==> src/rtl/fork_pkg.sv <==
package fork_pkg;

    localparam int SLOTS = 2;
    localparam int PTR_W = 1;

    typedef enum logic [1:0] {
        OCC_EMPTY = 2'd0,
        OCC_ONE   = 2'd1,
        OCC_FULL  = 2'd2
    } occ_e;

    function automatic occ_e occ_step(input occ_e cur, input logic ins, input logic rem);
        occ_e nxt;
        nxt = cur;
        case ({ins, rem})
            2'b10: nxt = (cur == OCC_EMPTY) ? OCC_ONE : OCC_FULL;
            2'b01: nxt = (cur == OCC_FULL) ? OCC_ONE : OCC_EMPTY;
            default: nxt = cur;
        endcase
        return nxt;
    endfunction

    function automatic logic occ_holds(input occ_e cur);
        return cur != OCC_EMPTY;
    endfunction

endpackage

==> src/rtl/fork_buf.sv <==
module fork_buf
    import fork_pkg::*;
#(
    parameter int WIDTH = 16
) (
    input  logic             clk,
    input  logic             rst,
    input  logic             push,
    input  logic             pop,
    input  logic [WIDTH-1:0] wdata,
    output logic [WIDTH-1:0] rdata,
    output occ_e             occ
);

    logic [WIDTH-1:0] slot_q [SLOTS];
    logic [PTR_W-1:0] wr_q;
    logic [PTR_W-1:0] rd_q;
    occ_e             occ_q;

    for (genvar g = 0; g < SLOTS; g++) begin : g_slot
        always_ff @(posedge clk) begin
            if (push && wr_q == PTR_W'(g)) begin
                slot_q[g] <= wdata;
            end
        end
    end

    always_ff @(posedge clk) begin
        if (rst) begin
            wr_q  <= '0;
            rd_q  <= '0;
            occ_q <= OCC_EMPTY;
        end else begin
            if (push) wr_q <= wr_q + 1'b1;
            if (pop)  rd_q <= rd_q + 1'b1;
            occ_q <= occ_step(occ_q, push, pop);
        end
    end

    assign rdata = slot_q[rd_q];
    assign occ   = occ_q;

    // the parent never writes into a full buffer
    p_no_overflow_r6: assert property (@(posedge clk) disable iff (rst)
        push |-> occ_q != OCC_FULL);

    // nothing is removed from an empty buffer
    p_no_underflow_r4: assert property (@(posedge clk) disable iff (rst)
        pop |-> occ_q != OCC_EMPTY);

    // a held head that is not removed keeps its value
    p_head_hold_r9: assert property (@(posedge clk) disable iff (rst)
        (occ_q != OCC_EMPTY && !pop) |=> rdata == $past(rdata));

endmodule

==> src/rtl/fork_fanout.sv <==
module fork_fanout
    import fork_pkg::*;
#(
    parameter int BRANCHES = 2,
    parameter int WIDTH    = 16
) (
    input  logic                      clk,
    input  logic                      rst,
    input  logic                      have,
    input  logic [WIDTH-1:0]          head,
    input  logic [BRANCHES-1:0]       br_stall,
    output logic [BRANCHES-1:0]       br_valid,
    output logic [BRANCHES*WIDTH-1:0] br_data,
    output logic                      fire
);

    logic any_stall;

    assign any_stall = |br_stall;
    assign fire      = have && !any_stall;

    for (genvar b = 0; b < BRANCHES; b++) begin : g_branch
        assign br_valid[b]                = fire;
        assign br_data[b*WIDTH +: WIDTH]  = head;
    end

    // one stalled branch silences every branch
    p_suppress_r2: assert property (@(posedge clk) disable iff (rst)
        (br_stall != '0) |-> br_valid == '0);

    // branches are offered the item together or not at all
    p_together_r3: assert property (@(posedge clk) disable iff (rst)
        (br_valid != '0) |-> &br_valid);

endmodule

==> src/rtl/fork_stage.sv <==
module fork_stage
    import fork_pkg::*;
#(
    parameter int BRANCHES = 2,
    parameter int WIDTH    = 16
) (
    input  logic                      clk,
    input  logic                      rst,
    input  logic                      up_valid,
    input  logic [WIDTH-1:0]          up_data,
    output logic                      up_stall,
    output logic [BRANCHES-1:0]       br_valid,
    output logic [BRANCHES*WIDTH-1:0] br_data,
    input  logic [BRANCHES-1:0]       br_stall
);

    occ_e             occ;
    logic             push;
    logic             fire;
    logic [WIDTH-1:0] head;

    assign up_stall = (occ == OCC_FULL);
    assign push     = up_valid && !up_stall;

    fork_buf #(.WIDTH(WIDTH)) u_buf (
        .clk   (clk),
        .rst   (rst),
        .push  (push),
        .pop   (fire),
        .wdata (up_data),
        .rdata (head),
        .occ   (occ)
    );

    fork_fanout #(.BRANCHES(BRANCHES), .WIDTH(WIDTH)) u_fan (
        .clk      (clk),
        .rst      (rst),
        .have     (occ_holds(occ)),
        .head     (head),
        .br_stall (br_stall),
        .br_valid (br_valid),
        .br_data  (br_data),
        .fire     (fire)
    );

    // a stalled stage is either delivering or blocked by a branch
    p_stall_has_data_r5: assert property (@(posedge clk) disable iff (rst)
        up_stall |-> (br_valid != '0) || (br_stall != '0));

    // an item taken into an empty stage is offered in the next cycle
    p_next_cycle_r8: assert property (@(posedge clk) disable iff (rst)
        (push && occ == OCC_EMPTY) |=> (br_valid != '0) || (br_stall != '0));

    // a stage that stalled and delivered nothing stays stalled
    p_stall_persist_r7: assert property (@(posedge clk) disable iff (rst)
        (up_stall && br_valid == '0) |=> up_stall);

endmodule

==> config.mk <==
export PLATFORM = sky130hd
export DESIGN_NAME = fork_stage
export DESIGN_NICKNAME = d
export VERILOG_FILES = /design/src/rtl/fork_pkg.sv /design/src/rtl/fork_buf.sv /design/src/rtl/fork_fanout.sv /design/src/rtl/fork_stage.sv
export SDC_FILE = /design/constraint.sdc
export NUM_CORES = 1
export LEC_CHECK = 0
export BUFFER_PORTS_ARGS = -buffer_cell sky130_fd_sc_hd__clkbuf_2
export CORE_ASPECT_RATIO = 1.75
export CORE_MARGIN = 2
export CORE_UTILIZATION = 43
export DETAILED_ROUTE_END_ITERATION = 7
export GPL_TIMING_DRIVEN = 0
export PLACE_DENSITY = 0.77
export SLEW_MARGIN = 10
export SYNTH_ARGS = -nofsm -noshare
export SYNTH_HDL_FRONTEND = slang
export SYNTH_SLANG_ARGS = --single-unit
==> constraint.sdc <==
create_clock -name clk -period 1.7 [get_ports clk]
set_clock_uncertainty 0.15 [all_clocks]
set_input_delay 0 -clock clk [delete_from_list [all_inputs] [get_ports clk]]
set_output_delay 0 -clock clk [all_outputs]
set_load 0.02 [all_outputs]
==> summary.md <==
| Metric | Value |
|---|---|
| Status | `finished clean` |
| Setup TNS | `0 ns` |
| Routed WL | `a little under 3000 microns` |
| Num rows | `28` |
| Router iterations before antenna repair | `3` |
| CP Max Fanout | `5` |
| First-pass GRT wire length | `4726 microns` |
| Global Route Usage Sum | `between 15 and 20%` |
| Synth cell types | `19` |
| Tcrit/Tclk final | `96.41%` |
| Crit path launch type | `flip-flop` |
| Hold Startpoint | `up_valid` |
| Die ar. | `4073 sq um` |
| Die width | `about 50 microns` |
| Critical Path, Cell by Cell | `nand2b_2 -> nand2_1 -> ha_4 -> or3_1 -> a21oi_1` |
| Slew @ Worst Pin | `just under 0.4 ns` |
| Layout cells sized above 1 | `between 60% and 70%` |
| Clk sinks | `37` |
| Io pins | `56` |
| XOR/XNOR Fraction of Synth Area | `less than 1%` |
| Register area share after synthesis | `between 60 and 70%` |
| PortBufs | `55` |
| Most frequent cells in the layout | `clkbuf_2 (55), edfxtp_1 (32), buf_4 (19)` |
| Largest net degree at the start of global routing | `17` |
| Register Area | `1066 sq um` |
| Final Setup Violations | `0` |
| Largest family of logic cells by synthesized area | `multiplexers` |
| CP top delay family | `simple AND/OR/NAND/NOR gates` |
| # DRC | `0` |
| Yosys reg bits | `37` |
| Worst vdd ir | `roughly 0.64 mV` |
| Yosys warning count | `0` |
| R2R cell count | `5` |
| CTS Buf Count | `5` |
| Critical Path RT | `between 1.5 and 2 ns` |
| Worst path max stage delay | `between 0.3 and 0.4 ns` |
| Initial drt markers | `2` |
| Synth Area in Compound Gates | `~1.8%` |
| Critical Path End Type | `flip-flop` |
| Antenna diodes | `0` |
| Buf/Inv on CP | `0` |
| Routed Antenna Nets | `0` |
| Average wire per standard cell | `~13 microns` |
| Area of the multi-input gates | `330.3 sq um` |
| Vias | `slightly above 1000` |
| CTS tree | `done` |
| Initial antenna violation count | `0` |
| Adder-cell share of the synthesized area | `less than 1%` |
| Post-synthesis mux area share | `a little over an eighth` |
| Hold EP | `u_buf.wr_q` |
| Fin. Hold Viols | `0` |
| Power Dens Cells | `1073 nW/um^2` |
| Core Area | `roughly 3400 sq um` |
| RSZ-0062 raised after global routing | `no` |
| Crit Path Class | `flip-flop to flip-flop` |
| Synth Instances | `96` |
| Clk buf depth | `2` |
| DP Wirelength | `between 2000 and 2500 microns` |
| Final Instance Count excl. Fillers | `approximately 220` |
| Placed cells | `approximately 200` |
| Commonest non-fill, non-tap cell in the layout | `clkbuf_2` |
| Crit path DAT | `roughly 1.7 ns` |
| Vias per inst | `4.632` |
| CTS H-tree depth | `2` |
| Slowest CP cell | `or3_1` |
| FF-to-FF End | `u_buf.occ[0]` |
| Clk slew on worst S/H paths | `about 0.07 ns` |
| Worst-Skew Late Latency | `about 0.28 ns` |
| FF-to-FF setup slack | `approximately 0.06 ns` |
| Final Util | `approximately two thirds` |
| Fin crit period | `~1.6 ns` |
| Slew Viols, Final | `0` |
| Post-Syn Area | `between 1500 and 2000 sq um` |
| P&R area growth vs syn | `45.02%` |
| GRT overflow | `0` |
| Syn_area_per_cell | `between 15 and 20 sq um` |
| Die height | `roughly 83 microns` |
| Worst relative slew slack | `between 70% and 80%` |
| Fillers | `roughly 280` |
| Initial core utilization | `about 45%` |
| Vias in the first global route | `~1100` |
| Worst min path class | `primary input to flip-flop` |
| Leakage | `about 0.95 nW` |
| R2r startpoint | `u_buf.occ[0]` |
| Root buf cell | `clkbuf_8` |
| Final Wtd Congestion | `approximately 0.65` |
| Final net count | `roughly 200` |
| Max cap viols | `0` |
| WP depth | `5` |
| Fmax achieved | `about 610 MHz` |
| Syn_nets | `between 100 and 150` |
| Simple logic cell fraction of the synthesized area | `roughly 3.8%` |
| Hold path depth | `4` |
==> cells by family (layout without fill, tap and decap cells) <==
family / after synthesis / in the layout
AOI/OAI and AO/OA: 5 / 5
xor gates and xnor gates: 1 / 1
adders and majority gates: 1 / 1
buffers and inverters: 24 / 106
DFF: 37 / 37
muxes: 18 / 18
and+or+nand+nor: 10 / 10
==> area by class of cell <==
cell class	instances	area share, %
Buffer	19	6.592
Clock buffer	5	3.099
Clock inverter	3	1.859
Inverter	4	0.8451
Multi-Input combinational cell	35	14.87
Sequential cell	37	48.00
Tap cell	45	2.535
Timing Repair Buffer	75	22.20
==> flip-flops by register name (all words and copies together) (netlist names), named ones only <==
| name | count |
|---|---|
| u_buf.occ | 2 |
| u_buf.rd_q | 1 |
| u_buf.slot_q | 32 |
| u_buf.wr_q | 1 |
==> power breakdown <==
| part | total (W) | switching (W) | internal, W |
|---|---|---|---|
| Combinational | 0.000569 | 0.000303 | 0.000266 |
| Clock | 0.000723 | 0.000292 | 0.000431 |
| Sequential | 0.00109 | 0.0000244 | 0.00107 |
==> worst reg2reg max path: stages, from the launching register on <==
cell and delay [ns]:
dfxtp_4 0.36, nand2b_2 0.20, nand2_1 0.14, ha_4 0.22, or3_1 0.38, a21oi_1 0.13
==> cell usage after synthesis <==
| library cell | instances | share of area (%) |
|---|---|---|
| o21ai_0 | 1 | 0.33 |
| nor2b_1 | 1 | 0.41 |
| edfxtp_1 | 32 | 63 |
| inv_1 | 3 | 0.74 |
| mux2_2 | 18 | 13 |
| and3_1 | 1 | 0.41 |
| buf_4 | 18 | 8.8 |
| a21oi_1 | 3 | 0.98 |
| dfxtp_1 | 5 | 6.5 |
| nand2b_2 | 1 | 0.57 |
| a211oi_1 | 1 | 0.49 |
| xor2_1 | 1 | 0.57 |
| or3_1 | 2 | 0.82 |
| nand2_1 | 2 | 0.49 |
| ha_1 | 1 | 0.82 |
| inv_2 | 1 | 0.24 |
| nor2_1 | 2 | 0.49 |
| buf_2 | 2 | 0.65 |
| nor3_2 | 1 | 0.65 |
==> through the flow <==
| stage | hold WS (ns) | total power (W) | setup slack (ns) | instance area [sq um] |
|---|---|---|---|---|
| finish | 0.02325 | 0.002384 | 0.06095 | 2221 |
| detailed placement | 0.04321 | 0.001610 | -0.1374 | 1867 |
| global placement | 0.04079 | 0.001581 | -0.01560 | 1867 |
| global route | 0.03173 | 0.002473 | 0.005059 | 2221 |
| floorplan | -0.08093 | 0.001448 | 0.05895 | 1535 |
| CTS | 0.004482 | 0.002407 | 0.01355 | 2221 |
==> worst max path at each step <==
| stage | start | endpoint |
|---|---|---|
| after detailed placement | u_buf.occ[1] | u_buf.occ[0] |
| after global routing | u_buf.occ[0] | u_buf.occ[0] |
| after floorplan | u_buf.occ[1] | u_buf.occ[0] |
| final | u_buf.occ[0] | u_buf.occ[0] |
| after global placement | u_buf.occ[1] | u_buf.occ[0] |
| after CTS | u_buf.occ[0] | u_buf.occ[0] |
==> per-layer routing <==
layer,GRT usage (%),up-vias,part of all wire [%]
li1,-,489,-
met1,13.24,491,32
met2,29.48,44,59
met3,3.957,9,5.6
met4,10.91,0,3.5
met5,0,-,0
==> repair_timing <==
action,in CTS,in global routing
pin swaps,1,2
hold endpoints to repair,37,0
resized for setup,9,2
setup endpoints to repair,53,11
hold buffers,17,0
buffers inserted,3,0
(Power assumes the default switching activity.)
